$ cat config.mk
export PLATFORM = sky130hd
export DESIGN_NAME = sync_timer_group
export DESIGN_NICKNAME = d
export VERILOG_FILES = /design/src/rtl/tmr_pkg.sv /design/src/rtl/tmr_link.sv /design/src/rtl/tmr_channel.sv /design/src/rtl/sync_timer_group.sv
export SDC_FILE = /design/constraint.sdc
export NUM_CORES = 1
export LEC_CHECK = 0
export ABC_AREA = 1
export BUFFER_PORTS_ARGS = -buffer_cell sky130_fd_sc_hd__buf_4
export CORE_UTILIZATION = 40
export CTS_CLUSTER_SIZE = 16
export DETAILED_ROUTE_END_ITERATION = 8
export GPL_ROUTABILITY_DRIVEN = 0
export GPL_TIMING_DRIVEN = 0
export SYNTH_ARGS = -nofsm -noshare
export SYNTH_HDL_FRONTEND = slang
export SYNTH_HIERARCHICAL = 1
export SYNTH_SLANG_ARGS = --single-unit
$ cat constraint.sdc
create_clock -name clk -period 4.8 [get_ports clk]
set_input_delay 0 -clock clk [delete_from_list [all_inputs] [get_ports clk]]
set_output_delay 0 -clock clk [all_outputs]
set_load 0.01 [all_outputs]
$ cat src/rtl/tmr_pkg.sv
package tmr_pkg;
    localparam int DW = 16;
    localparam logic [7:0] ADDR_RUN  = 8'h00;
    localparam logic [7:0] ADDR_LINK = 8'h02;
    localparam logic [7:0] CH_BASE   = 8'h10;
    localparam int         CH_STRIDE = 8;
    localparam logic [7:0] OFS_CNT   = 8'h00;
    localparam logic [7:0] OFS_CMP   = 8'h02;
    localparam logic [7:0] OFS_CTRL  = 8'h04;
    localparam int         INIT_BIT  = 6;

    typedef enum logic [2:0] {
        CLR_NONE   = 3'b000,
        CLR_OWN    = 3'b001,
        CLR_LINKED = 3'b011
    } clr_src_e;

    typedef enum logic [1:0] {
        IO_KEEP   = 2'b00,
        IO_LOW    = 2'b01,
        IO_HIGH   = 2'b10,
        IO_TOGGLE = 2'b11
    } io_mode_e;

    typedef struct packed {
        logic     init_lvl;
        io_mode_e mode;
        clr_src_e clr;
    } chan_ctrl_t;

    function automatic logic [7:0] chan_addr(int ch, logic [7:0] ofs);
        return CH_BASE + 8'(ch * CH_STRIDE) + ofs;
    endfunction

    function automatic logic [DW-1:0] ctrl_pack(chan_ctrl_t c);
        logic [DW-1:0] w;
        w = '0;
        w[2:0] = c.clr;
        w[5:4] = c.mode;
        w[INIT_BIT] = c.init_lvl;
        return w;
    endfunction

    function automatic logic pin_next(io_mode_e m, logic cur);
        case (m)
            IO_LOW:    return 1'b0;
            IO_HIGH:   return 1'b1;
            IO_TOGGLE: return ~cur;
            default:   return cur;
        endcase
    endfunction
endpackage

$ cat src/rtl/tmr_link.sv
module tmr_link #(
    parameter int NCH = 3
) (
    input  logic [NCH-1:0] sel_i,
    input  logic [NCH-1:0] own_clr_i,
    output logic [NCH-1:0] active_o,
    output logic [NCH-1:0] peer_clr_o
);
    logic grouped;
    assign grouped  = ($countones(sel_i) > 1);
    assign active_o = grouped ? sel_i : '0;

    for (genvar g = 0; g < NCH; g++) begin : g_peer
        assign peer_clr_o[g] = active_o[g] &&
                               (|(own_clr_i & active_o & ~(NCH'(1) << g)));
    end
endmodule

$ cat src/rtl/tmr_channel.sv
module tmr_channel
    import tmr_pkg::*;
#(
    parameter int CW = 16
) (
    input  logic          clk,
    input  logic          rst,
    input  logic          run_i,
    input  logic          load_i,
    input  logic [CW-1:0] load_val_i,
    input  logic          cmp_we_i,
    input  logic          ctrl_we_i,
    input  logic [DW-1:0] wdata_i,
    input  logic          link_clr_i,
    output logic [CW-1:0] cnt_o,
    output logic [CW-1:0] cmp_o,
    output chan_ctrl_t    ctrl_o,
    output logic          own_clr_o,
    output logic          pin_o
);
    logic [CW-1:0] cnt_q, cmp_q;
    chan_ctrl_t    ctrl_q;
    logic          pin_q;
    logic          hit;
    logic          peer_zero;

    assign hit       = run_i && (cnt_q == cmp_q);
    assign own_clr_o = hit && (ctrl_q.clr == CLR_OWN);
    assign peer_zero = link_clr_i && (ctrl_q.clr == CLR_LINKED);

    always_ff @(posedge clk) begin
        if (rst) begin
            cnt_q  <= '0;
            cmp_q  <= '1;
            ctrl_q <= '0;
            pin_q  <= 1'b0;
        end else begin
            if (load_i)
                cnt_q <= load_val_i;
            else if (own_clr_o || peer_zero)
                cnt_q <= '0;
            else if (run_i)
                cnt_q <= cnt_q + 1'b1;

            if (cmp_we_i)
                cmp_q <= wdata_i[CW-1:0];

            if (ctrl_we_i) begin
                ctrl_q.clr      <= clr_src_e'(wdata_i[2:0]);
                ctrl_q.mode     <= io_mode_e'(wdata_i[5:4]);
                ctrl_q.init_lvl <= wdata_i[INIT_BIT];
            end

            if (ctrl_we_i && !run_i)
                pin_q <= wdata_i[INIT_BIT];
            else if (hit)
                pin_q <= pin_next(ctrl_q.mode, pin_q);
        end
    end

    assign cnt_o  = cnt_q;
    assign cmp_o  = cmp_q;
    assign ctrl_o = ctrl_q;
    assign pin_o  = pin_q;

    assert_stop_hold_R2: assert property (@(posedge clk) disable iff (rst)
        (!run_i && !load_i && !peer_zero) |=> $stable(cnt_q));

    assert_own_clear_R6: assert property (@(posedge clk) disable iff (rst)
        (own_clr_o && !load_i) |=> (cnt_q == '0));

    assert_pin_hold_R9: assert property (@(posedge clk) disable iff (rst)
        (!run_i && !ctrl_we_i) |=> $stable(pin_q));

    assert_init_level_R10: assert property (@(posedge clk) disable iff (rst)
        (ctrl_we_i && !run_i) |=> (pin_q == $past(wdata_i[INIT_BIT])));

    assert_write_wins_R11: assert property (@(posedge clk) disable iff (rst)
        load_i |=> (cnt_q == $past(load_val_i)));
endmodule

$ cat src/rtl/sync_timer_group.sv
module sync_timer_group
    import tmr_pkg::*;
#(
    parameter int NCH = 3,
    parameter int CW  = 16
) (
    input  logic           clk,
    input  logic           rst,
    input  logic [7:0]     bus_addr,
    input  logic [15:0]    bus_wdata,
    input  logic           bus_we,
    input  logic           bus_re,
    output logic [15:0]    bus_rdata,
    output logic [NCH-1:0] pin_out
);
    logic [NCH-1:0] run_q, link_q;
    logic [NCH-1:0] active, own_clr, peer_clr;
    logic [NCH-1:0] load_req, load, cmp_we, ctrl_we;
    logic           linked_wr;
    logic [CW-1:0]  cnt_v [NCH];
    logic [CW-1:0]  cmp_v [NCH];
    chan_ctrl_t     ctrl_v [NCH];
    logic [DW-1:0]  rd_mux, rdata_q;

    assign linked_wr = |(load_req & active);

    tmr_link #(.NCH(NCH)) u_link (
        .sel_i      (link_q),
        .own_clr_i  (own_clr),
        .active_o   (active),
        .peer_clr_o (peer_clr)
    );

    for (genvar g = 0; g < NCH; g++) begin : g_ch
        assign load_req[g] = bus_we && (bus_addr == chan_addr(g, OFS_CNT));
        assign cmp_we[g]   = bus_we && (bus_addr == chan_addr(g, OFS_CMP));
        assign ctrl_we[g]  = bus_we && (bus_addr == chan_addr(g, OFS_CTRL));
        assign load[g]     = load_req[g] || (active[g] && linked_wr);

        tmr_channel #(.CW(CW)) u_ch (
            .clk        (clk),
            .rst        (rst),
            .run_i      (run_q[g]),
            .load_i     (load[g]),
            .load_val_i (bus_wdata[CW-1:0]),
            .cmp_we_i   (cmp_we[g]),
            .ctrl_we_i  (ctrl_we[g]),
            .wdata_i    (bus_wdata),
            .link_clr_i (peer_clr[g]),
            .cnt_o      (cnt_v[g]),
            .cmp_o      (cmp_v[g]),
            .ctrl_o     (ctrl_v[g]),
            .own_clr_o  (own_clr[g]),
            .pin_o      (pin_out[g])
        );

        assert_linked_preset_R5: assert property (@(posedge clk) disable iff (rst)
            (linked_wr && active[g]) |=> (cnt_v[g] == $past(bus_wdata[CW-1:0])));
    end

    always_ff @(posedge clk) begin
        if (rst) begin
            run_q   <= '0;
            link_q  <= '0;
            rdata_q <= '0;
        end else begin
            if (bus_we && bus_addr == ADDR_RUN)
                run_q <= bus_wdata[NCH-1:0];
            if (bus_we && bus_addr == ADDR_LINK)
                link_q <= bus_wdata[NCH-1:0];
            rdata_q <= bus_re ? rd_mux : '0;
        end
    end

    always_comb begin
        rd_mux = '0;
        if (bus_addr == ADDR_RUN)
            rd_mux[NCH-1:0] = run_q;
        if (bus_addr == ADDR_LINK)
            rd_mux[NCH-1:0] = link_q;
        for (int i = 0; i < NCH; i++) begin
            if (bus_addr == chan_addr(i, OFS_CNT))  rd_mux = DW'(cnt_v[i]);
            if (bus_addr == chan_addr(i, OFS_CMP))  rd_mux = DW'(cmp_v[i]);
            if (bus_addr == chan_addr(i, OFS_CTRL)) rd_mux = ctrl_pack(ctrl_v[i]);
        end
    end

    assign bus_rdata = rdata_q;

    assert_link_reserved_R3: assert property (@(posedge clk) disable iff (rst)
        (bus_re && bus_addr == ADDR_LINK) |=> (bus_rdata[DW-1:NCH] == '0));

    assert_idle_read_R12: assert property (@(posedge clk) disable iff (rst)
        !bus_re |=> (bus_rdata == '0));
endmodule

==> out/metrics.yaml, run 1 <==
status: "finished clean"
portBuffers: 46
ys_warn_count: 6
drv_cap: 0
min-delay-start: "bus_addr[4]"
layout_setup_ws_ns: 1.43
path_cells: "inv_2 -> nand2_1 -> nand2_1 -> nor2_1 -> nand2_1 -> nor2_2 -> nand4_4 -> buf_6 -> inv_1 -> nand3_1 -> a21oi_1 -> a31oi_1 -> nand2_1 -> clkbuf_1 -> o21ai_0 -> a21oi_1"
grt_pass1_vias: 8594
rsz0062_at_grt: "false"
synth_area_leader_cell: "dfxtp_1"
fin_skew_ns: 0.0103
whs_ns: 0.153
path_class: "flop to flop"
vias: 9709
cp_slowest_stage_delay_ns: 0.62
syn2layout_area_growth_pct: 16.9
hold_class: "input port to flop"
grt_max_degree: 17
post-route-util_pct: 48.3
cpMostUsedCell: "nand2_1"
die_w_um: 150
cts_tree: "built"
period_share_pct: 70.2
reg2reg_depth: 16
drive_gt1_share_pct: 12.9
synth_top_area_share_pct: 31.8
cts_num_sinks: 139
critPathMaxFanout: 10
wire_per_inst_um: 19.1
grt.overflow.total: 0
cp_num_buf_inv: 4
numCtsBuffers: 17
ys_async_sr_fraction_pct: 0
clk_path_buf_depth: 2
min_to: "bus_rdata[0]"
hold_viol_final: 0
crit_required_ns: 5.16
nFillCells: 2237
fmax_ghz: 0.297
synth_nets: 1413
r2r-end: "g_ch[2].u_ch/cnt_o[10]"
synth_most_common_cell: "nand2_1"
chipHeight_um: 150
die_area_um2: 22500
design.core.area_um2: 21200
crit_arrival_ns: 3.73
max_slew_margin_pct: 53.9
netlist_top_cells_count: "343 x nand2_1, 145 x nor2_1, 139 x dfxtp_1, 138 x a21oi_1, 137 x inv_1"
cts_resized: 0
rows: 53
root_buffer: "clkbuf_16"
drt_first_pass_iters: 5
power.leakage_nw: 4.53
dp_hpwl_um: 24600
vdd_drop_max_mv: 0.245
fin_total_pwr_mw: 2.67
cts_hold_buf: 19
synth.avg_cell_area_um2: 6.34
drt_iter0_drc: 1111
dp_slack_ns: 1.58
setup-violations-final: 0
slowest_stage: "dfxtp_1"
grt_pass1_wl_um: 51200
start_kind: "flop"
synth_cell_types: 38
grtUsageTotal_pct: 30.7
synth_area_leaders: "dfxtp_1 32%, nand2_1 15%, a21oi_1 7.9%"
period_minus_slack_ns: 3.37
powerDensity_nw_per_um2: 261
end_kind: "flop"
drc: 0
initial_core_util_pct: 41.3
r2r_setup_slack_ns: 1.43
crit_family: "simple AND/OR/NAND/NOR gates"
hold_depth: 8
nNetsFinal: 1497
regToRegStartpoint: "g_ch[1].u_ch/cnt_o[2]"
worst_pin_slew_ns: 0.689
clock_latency_ns: 0.44
final_max_slew_viol_count: 0
clk_pin_slew_ns: 0.07
antenna_left: 0
ys.flop_type: "dfxtp_1"
fin_setup_tns_ns: 0
netlist_area_um2: 8760
antenna_found_initial: 0
synthCells: 1381
wl_um: 33600
vias_per_cell: 5.54
htree_levels: 4
diodes: 0
ys_ff_latch: 139
ys_seq_area_share_pct: 31.8
synth-edff-count: 0
cts_setup_buffers: 0
ios: 47
registers in the layout (all words and copies together), names as in the netlist:
register,count
g_ch.u_ch/cmp_o,48
run_q,3
link_q,3
g_ch.u_ch/pin_o,3
g_ch.u_ch/cnt_o,48
bus_rdata,16
g_ch.u_ch/ctrl_o,18
cell usage in the layout (no fill, tap or decap), types with 6 or more instances in the layout:
cell and count:
o21ai_0 121, clkbuf_16 17, inv_6 8, nand2_1 343, nor2_1 145, nand4_1 35
dfxtp_1 139, nor3_1 15, a31oi_1 10, clkbuf_1 27, inv_1 137, o21ai_1 13
nand3_1 87, buf_4 63, xor2_1 15, nor2_4 12, xnor2_1 6, nand2_2 17
dlygate4sd3_1 19, nor2_2 10, nand3_2 15, clkinv_1 8, inv_2 17, a21oi_1 138
worst max-delay path by stage:
stage                          startpoint                endpoint  slack, ns  cells past startpoint
global placement    g_ch[1].u_ch/cnt_o[0]   g_ch[2].u_ch/cnt_o[9]       1.62                     16
detailed placement  g_ch[1].u_ch/cnt_o[2]  g_ch[2].u_ch/cnt_o[10]       1.58                     16
CTS                 g_ch[1].u_ch/cnt_o[1]  g_ch[2].u_ch/cnt_o[10]       1.56                     16
finish              g_ch[1].u_ch/cnt_o[2]  g_ch[2].u_ch/cnt_o[10]       1.43                     16
global route        g_ch[1].u_ch/cnt_o[1]  g_ch[2].u_ch/cnt_o[10]       1.21                     16
floorplan                       link_q[0]   g_ch[0].u_ch/cnt_o[9]       2.43                     15
metal layers:
metal	vias up	part of all wire, %	global-route usage, %
li1	4700	-	-
met1	4420	45	43.5
met2	511	41	45.0
met3	78	9.8	6.04
met4	0	4.2	12.6
met5	-	0	0
power breakdown:
group / internal, mW / total, mW / switching [mW]
sequential: 1.16 / 1.16 / 0.00479
combinational: 0.0427 / 0.136 / 0.0933
clock: 0.786 / 1.37 / 0.587
total: 1.98 / 2.67 / 0.686
cell families (layout without fill, tap and decap cells):
kind of cell	after synthesis	in the layout	synth area share, %
buf+inv	212	309	10.1
compound gates	306	306	18.4
xor+xnor	21	21	2.10
fa+ha+maj	4	4	0.571
flops	139	139	31.8
simple gates	699	699	37.0
worst register-to-register path, stage by stage, from the launching register on:
cell      delay [ns]
dfxtp_1         0.62
inv_2           0.08
nand2_1         0.07
nand2_1         0.05
nor2_1          0.11
nand2_1         0.07
nor2_2          0.16
nand4_4         0.22
buf_6           0.23
inv_1           0.12
nand3_1         0.12
a21oi_1         0.30
a31oi_1         0.13
nand2_1         0.26
clkbuf_1        0.42
o21ai_0         0.16
a21oi_1         0.17
layout make-up:
type	count	area (µm²)	share of cell area, %
sequential	139	2780	27.2
tap	275	344	3.36
clock buffer	17	425	4.15
inverter	162	608	5.94
clock inverter	15	175	1.71
timing repair buffer	65	536	5.23
buffer	50	278	2.71
multi-input combinational	1030	5090	49.7
per-stage QoR:
stage          std cells  cell area, µm²
2_1_floorplan       1381            8760
3_3_place_gp        1702            9450
3_5_place_dp        1702            9450
4_1_cts             1753           10200
5_1_grt             1753           10200
6_report            1753           10200
No activity file was read; power rests on OpenSTA's default activity.
==> run 2, diff against run 1 <==
Settings changed: ABC_AREA 1 to 0.
Clock period 4.8 ns to 3.2 ns, I/O delays scaled along.
==> run 2 against run 1 <==
Against the previous run:
- cell area fell by 6.5%
- largest power group unchanged
- non-clock buffer count increased by 2
- combinational power rose by 76%
- largest cell class unchanged
- area after synthesis shrank 7.9%
- clock skew rose by 0.0053 ns
==> out/metrics.yaml, run 2 <==
status: "finished clean"
crit_required_ns: 3.56  # -1.60 ns
synth_area_leaders: "dfxtp_1 34%, mux2i_1 8.6%, nand2_1 6.9%"
clock_latency_ns: 0.44  # about the same
path_class: "flop to flop"
max_slew_margin_pct: 43.0  # -11 points
hold_depth: 4  # -4
initial_core_util_pct: 41.2  # -0.10 points
chipHeight_um: 144  # -4.0%
fin_total_pwr_mw: 3.99  # +49%
vias: 7898  # -19%
whs_ns: 0.00172  # -0.151 ns
synth_area_leader_cell: "dfxtp_1"
critPathMaxFanout: 9  # -1
wire_per_inst_um: 20.2  # +5.4%
cp_slowest_stage_delay_ns: 0.45  # -0.17 ns
cts_tree: "built"
cts_num_sinks: 139  # unchanged
power.leakage_nw: 3.40  # -25%
drt_iter0_drc: 745  # -33%
start_kind: "flop"
root_buffer: "clkbuf_16"
clk_pin_slew_ns: 0.06  # about the same
grt_max_degree: 17  # unchanged
fmax_ghz: 0.330  # +11%
layout_setup_ws_ns: 0.170  # -1.26 ns
grt_pass1_vias: 7210  # -16%
slowest_stage: "a2111o_1"
nNetsFinal: 1094  # -27%
hold_viol_final: 0  # unchanged
netlist_top_cells_count: "149 x nand2_1, 139 x dfxtp_1, 75 x nor2_1, 69 x mux2i_1, 52 x o21ai_0"
die_w_um: 144  # -4.0%
drive_gt1_share_pct: 12.9  # +0.075 points
worst_pin_slew_ns: 0.856  # +0.167 ns
fin_skew_ns: 0.0157  # +0.00531 ns
layout_commonest_cell: "nand2_1"
synth_cell_types: 70  # +84%
vias_per_cell: 5.89  # +6.4%
design.core.area_um2: 19600  # -7.7%
grtUsageTotal_pct: 27.0  # -3.7 points
diodes: 0  # unchanged
syn2layout_area_growth_pct: 18.7
clk_path_buf_depth: 2  # unchanged
synth_most_common_cell: "nand2_1"
synth_nets: 1013  # -28%
ys.flop_type: "dfxtp_1"
end_kind: "flop"
synthCells: 981  # -29%
numCtsBuffers: 17  # unchanged
wl_um: 27000  # -19%
hold_class: "input port to flop"
vdd_drop_max_mv: 0.288  # +18%
die_area_um2: 20700  # -7.8%
crit_arrival_ns: 3.39  # -0.34 ns
ys_async_sr_fraction_pct: 0  # unchanged
synth-edff-count: 0  # unchanged
layout_common_cells: "149 x nand2_1, 139 x dfxtp_1, 75 x nor2_1"
ys_seq_area_share_pct: 34.5  # +2.7 points
synth.avg_cell_area_um2: 8.23  # +30%
rows: 51  # -3.8%
reg2reg_depth: 14  # -2
ys_ff_latch: 139  # unchanged
period_minus_slack_ns: 3.03  # -0.337 ns
htree_levels: 4  # unchanged
period_share_pct: 94.7  # +25 points
dp_slack_ns: -0.313  # -1.90 ns
drt_first_pass_iters: 7  # +2
antenna_found_initial: 0  # unchanged
netlist_area_um2: 8070  # -7.9%
powerDensity_nw_per_um2: 417  # +60%
antenna_left: 0  # unchanged
path_cells: "buf_4 -> inv_2 -> a2111o_1 -> nor2_1 -> and4b_1 -> and3_1 -> a22oi_1 -> nor3b_2 -> nand2_1 -> o21bai_2 -> nand2b_4 -> a21oi_1 -> a31oi_1 -> a21boi_0"
drc: 0  # unchanged
final_max_slew_viol_count: 0  # unchanged
grt.overflow.total: 0  # unchanged
setup-violations-final: 0  # unchanged
dp_hpwl_um: 19800  # -19%
portBuffers: 45  # -2.2%
ys_warn_count: 6  # unchanged
drv_cap: 0  # unchanged
synth_top_area_share_pct: 34.5  # +2.7 points
grt_pass1_wl_um: 41600  # -19%
ios: 47  # unchanged
[run 2: metrics by stage]
| stage | TNS, ns | area, µm² | cells | utilization [%] |
|---|---|---|---|---|
| after floorplan | 0 | 8070 | 981 | - |
| after global placement | -6.37 | 8740 | 1291 | 44.6 |
| after detailed placement | -6.04 | 8740 | 1291 | 44.6 |
| after CTS | 0 | 9530 | 1340 | 48.6 |
| after global routing | -0.0159 | 9580 | 1340 | 48.9 |
| final | 0 | 9580 | 1340 | 48.9 |
[run 2: area by class of cell]
class | instances | area, µm²
Multi-Input combinational cell | 755 | 4970
Buffer | 52 | 233
Clock inverter | 14 | 160
Sequential cell | 139 | 2780
Inverter | 32 | 120
Timing Repair Buffer | 65 | 538
Tap cell | 265 | 332
Fill cell | 1984 | 10000
Clock buffer | 18 | 439
[run 2: path summary, 6_finish.rpt]
path	start	to	slack (ns)
setup reg to reg	run_q[2]	g_ch[0].u_ch/cnt_o[7]	0.17
setup / recovery	run_q[2]	g_ch[0].u_ch/cnt_o[7]	0.17
hold reg to reg	g_ch[2].u_ch/ctrl_o[5]	g_ch[2].u_ch/ctrl_o[5]	0.50
hold / removal	bus_addr[6]	bus_rdata[1]	0.002
[run 2: power by group]
part	internal (mW)	switching [mW]
clock	1.18	0.833
combinational	0.0778	0.162
sequential	1.73	0.00245
total	2.99	0.998
[run 2: metal layers]
metal / GRT usage [%] / wire length, µm
met1: 38.1 / 12600
met2: 40.8 / 11700
met3: 3.94 / 1830
met4: 11.4 / 876
met5: 0 / 0
[run 2: kinds of logic after synthesis]
logic type	after synthesis	share of synthesized area (%)
compound gates	252	21.8
xor+xnor	58	6.30
fa+ha+maj	4	0.620
buf+inv	87	4.48
flops	139	34.5
mux	72	8.98
simple gates	369	23.4
[run 2: repair_timing]
action	in CTS	in global routing
hold buffers	20	0
setup endpoints to repair	9	29
setup buffers	0	0
hold endpoints to repair	105	0
gates resized for setup	1	13
pin swaps	0	0
[run 2: critical path, delay by kind of cell (launching register included)]
kind / cells / cell delay (ns)
AO/OA/AOI/OAI: 6 / 1.13
buffers and inverters: 2 / 0.30
flip-flops: 1 / 0.41
AND/OR/NAND/NOR: 6 / 1.12
==> run 3, diff against run 2 <==
Settings changed: CORE_UTILIZATION 40 to 50, CTS_CLUSTER_SIZE 16 to not set, PLACE_DENSITY set to 0.67, SYNTH_HIERARCHICAL 1 to not set.
==> run 3 against run 2 <==
Against the previous run:
- area after synthesis rose by 2.5%
- clock power increased by 4%
- clock skew decreased by 0.0055 ns
- critical path depth fell by 5
- die area fell by 18%
- via count grew 14%
- cell area shrank 0.14%
- maximum frequency is 1.2% lower
- global-route usage is 11 points higher
- count of clock-buffer cells in the layout is 3 higher
- total power increased by 2.6%
- first-iteration DRC count increased by 73%
- critical path type unchanged
==> out/metrics.yaml, run 3 <==
status: "finished clean"
drt_iter0_drc: 1291  # +73%
instances_no_fill: 1363  # +1.7%
start_kind: "flop"
path_cells: "ha_1 -> a21o_1 -> nand2_1 -> and4b_1 -> a32o_1 -> a2111oi_2 -> buf_2 -> a22oi_1 -> nor2_1"
grt_pass1_wl_um: 47400  # +14%
ios: 47  # unchanged
fin_total_pwr_mw: 4.09  # +2.6%
multi_input_area_um2: 4960  # -0.28%
period_minus_slack_ns: 3.07  # +0.0366 ns
fin_setup_tns_ns: 0  # unchanged
fin_skew_ns: 0.0101  # -0.00552 ns
period_share_pct: 95.8  # +1.1 points
rsz0062_at_grt: "false"
nFillCells: 1516  # -24%
diodes: 0  # unchanged
nNetsFinal: 1172  # +7.1%
path_class: "flop to flop"
dp_slack_ns: 0.247  # +0.561 ns
crit_family: "compound AO/OA/AOI/OAI gates"
syn2layout_area_growth_pct: 15.6
cp_num_buf_inv: 1  # -1
vdd_drop_max_mv: 0.422  # +46%
end_kind: "flop"
die_w_um: 131  # -9.3%
ys.flop_type: "dfxtp_1"
synth_cell_types: 81  # +16%
layout_setup_ws_ns: 0.133  # -0.0366 ns
design_area_um2: 9560  # -0.14%
design.core.area_um2: 16000  # -18%
synth_area_leader_cell: "dfxtp_1"
synth-edff-count: 0  # unchanged
netlist_area_um2: 8270  # +2.5%
synth_area_leaders: "dfxtp_1 34%, nand2_1 8.7%, nand3_1 5.9%"
dpl.cell_count: 1315  # +1.9%
netlist_top_cells_count: "191 x nand2_1, 139 x dfxtp_1, 97 x nand3_1, 71 x a21oi_1, 69 x nor2_1"
vias_per_cell: 6.59  # +12%
setup-violations-final: 0  # unchanged
drv_cap: 0  # unchanged
worst_pin_slew_ns: 1.32  # +0.467 ns
initial_core_util_pct: 51.7  # +11 points
post-route-util_pct: 59.8  # +11 points
grtUsageTotal_pct: 37.9  # +11 points
htree_levels: 4  # unchanged
drive_gt1_share_pct: 11.8  # -1.2 points
crit_arrival_ns: 3.44  # +0.05 ns
hold_viol_final: 0  # unchanged
crit_required_ns: 3.57  # about the same
grt_max_degree: 17  # unchanged
clock_latency_ns: 0.44  # about the same
grt_pass1_vias: 8069  # +12%
synth_most_common_cell: "nand2_1"
rows: 46  # -9.8%
ys_async_sr_fraction_pct: 0  # unchanged
layout_common_cells: "191 x nand2_1, 139 x dfxtp_1, 97 x nand3_1"
cts_num_sinks: 139  # unchanged
synthCells: 1068  # +8.9%
drc: 0  # unchanged
whs_ns: 0.0367  # +0.0350 ns
dp_hpwl_um: 22400  # +13%
critPathMaxFanout: 10  # +1
cp_slowest_stage_delay_ns: 0.65  # +0.20 ns
fmax_ghz: 0.326  # -1.2%
ys_warn_count: 0  # -6
vias: 8986  # +14%
max_slew_margin_pct: 10.6  # -32 points
antenna_left: 0  # unchanged
wl_um: 31300  # +16%
final_max_slew_viol_count: 0  # unchanged
portBuffers: 31  # -31%
powerDensity_nw_per_um2: 428  # +2.7%
slowest_stage: "a2111oi_2"
wire_per_inst_um: 23.0  # +14%
grt.overflow.total: 0  # unchanged
power.leakage_nw: 3.63  # +6.8%
regArea_um2: 2780  # unchanged
layout_commonest_cell: "nand2_1"
ys_ff_latch: 139  # unchanged
synth_top_area_share_pct: 33.6  # -0.86 points
numCtsBuffers: 17  # unchanged
chipHeight_um: 131  # -9.3%
post_dp_cell_area_um2: 8780  # +0.44%
drt_first_pass_iters: 6  # -1
clk_path_buf_depth: 2  # unchanged
die_area_um2: 17100  # -18%
clk_pin_slew_ns: 0.06  # about the same
hold_class: "input port to flop"
antenna_found_initial: 0  # unchanged
ys_seq_area_share_pct: 33.6  # -0.86 points
root_buffer: "clkbuf_16"
synth_nets: 1106  # +9.2%
cts_tree: "built"
synth.avg_cell_area_um2: 7.75  # -5.8%
## run 3: changes by cell type in the layout (fill, tap and decap cells not counted), moves of 10 or more
cell      delta
nand3_1     +70
mux2i_1     -62
nand2_1     +42
o21ai_0     -41
clkbuf_1    +25
a21oi_1     +23
xor2_1      -19
buf_2       +17
nor4_1      +16
o21ai_1     -10
xnor2_1     +10
## run 3: repair_timing
| item | in CTS | in global routing |
|---|---|---|
| hold buffers | 16 | 0 |
| hold endpoints to repair | 58 | 0 |
| gates resized for setup | 0 | 1 |
| setup buffers | 0 | 0 |
| endpoints found under the setup margin | 0 | 10 |
## run 3: final cells by class
type,count,area share [%]
inverter,19,0.746
multi-input combinational,811,51.9
sequential,139,29.1
clock inverter,11,1.48
timing repair buffer,47,4.11
buffer,99,4.87
clock buffer,21,5.02
tap,216,2.83
## run 3: where the power goes
group          internal [mW]  switching, mW  total [mW]  leakage, nW
clock                   1.30          0.803        2.11        0.301
sequential              1.74        0.00525        1.74         1.12
combinational         0.0806          0.165       0.246         2.21
## run 3: tightest hold or removal path: cells and delay by family
family,cells,cell delay [ns]
buffers and inverters,1,0.24
AND/OR/NAND/NOR,2,0.17
## run 3: kinds of logic (layout without fill, tap and decap cells)
| kind of cell | count (synthesis) | count (layout) | synth area share, % |
|---|---|---|---|
| XOR/XNOR | 49 | 49 | 5.19 |
| AO/OA/AOI/OAI | 257 | 257 | 23.5 |
| multiplexers | 9 | 9 | 1.12 |
| flip-flops | 139 | 139 | 33.6 |
| adder cells (fa/ha/maj) | 10 | 10 | 1.51 |
| buffers and inverters | 118 | 197 | 6.49 |
| AND/OR/NAND/NOR | 486 | 486 | 28.6 |
## run 3: layer usage
layer / global-route usage [%] / vias up / routed length [µm] / part of all wire, %
li1: - / 4048 / - / -
met1: 50.8 / 4203 / 12900 / 41
met2: 56.7 / 603 / 13300 / 42
met3: 7.86 / 132 / 3470 / 11
met4: 20.8 / 0 / 1730 / 5.5
met5: 0 / - / 0 / 0
## run 3: worst paths after layout
kind | startpoint | to | slack [ns] | cells past startpoint
max | link_q[0] | g_ch[2].u_ch.cnt_o[2] | 0.13 | 9
min | bus_wdata[4] | g_ch[1].u_ch.cmp_o[4] | 0.04 | 3
max reg2reg | link_q[0] | g_ch[2].u_ch.cnt_o[2] | 0.13 | 9
min reg2reg | g_ch[2].u_ch.ctrl_o[5] | g_ch[2].u_ch.ctrl_o[5] | 0.47 | 2
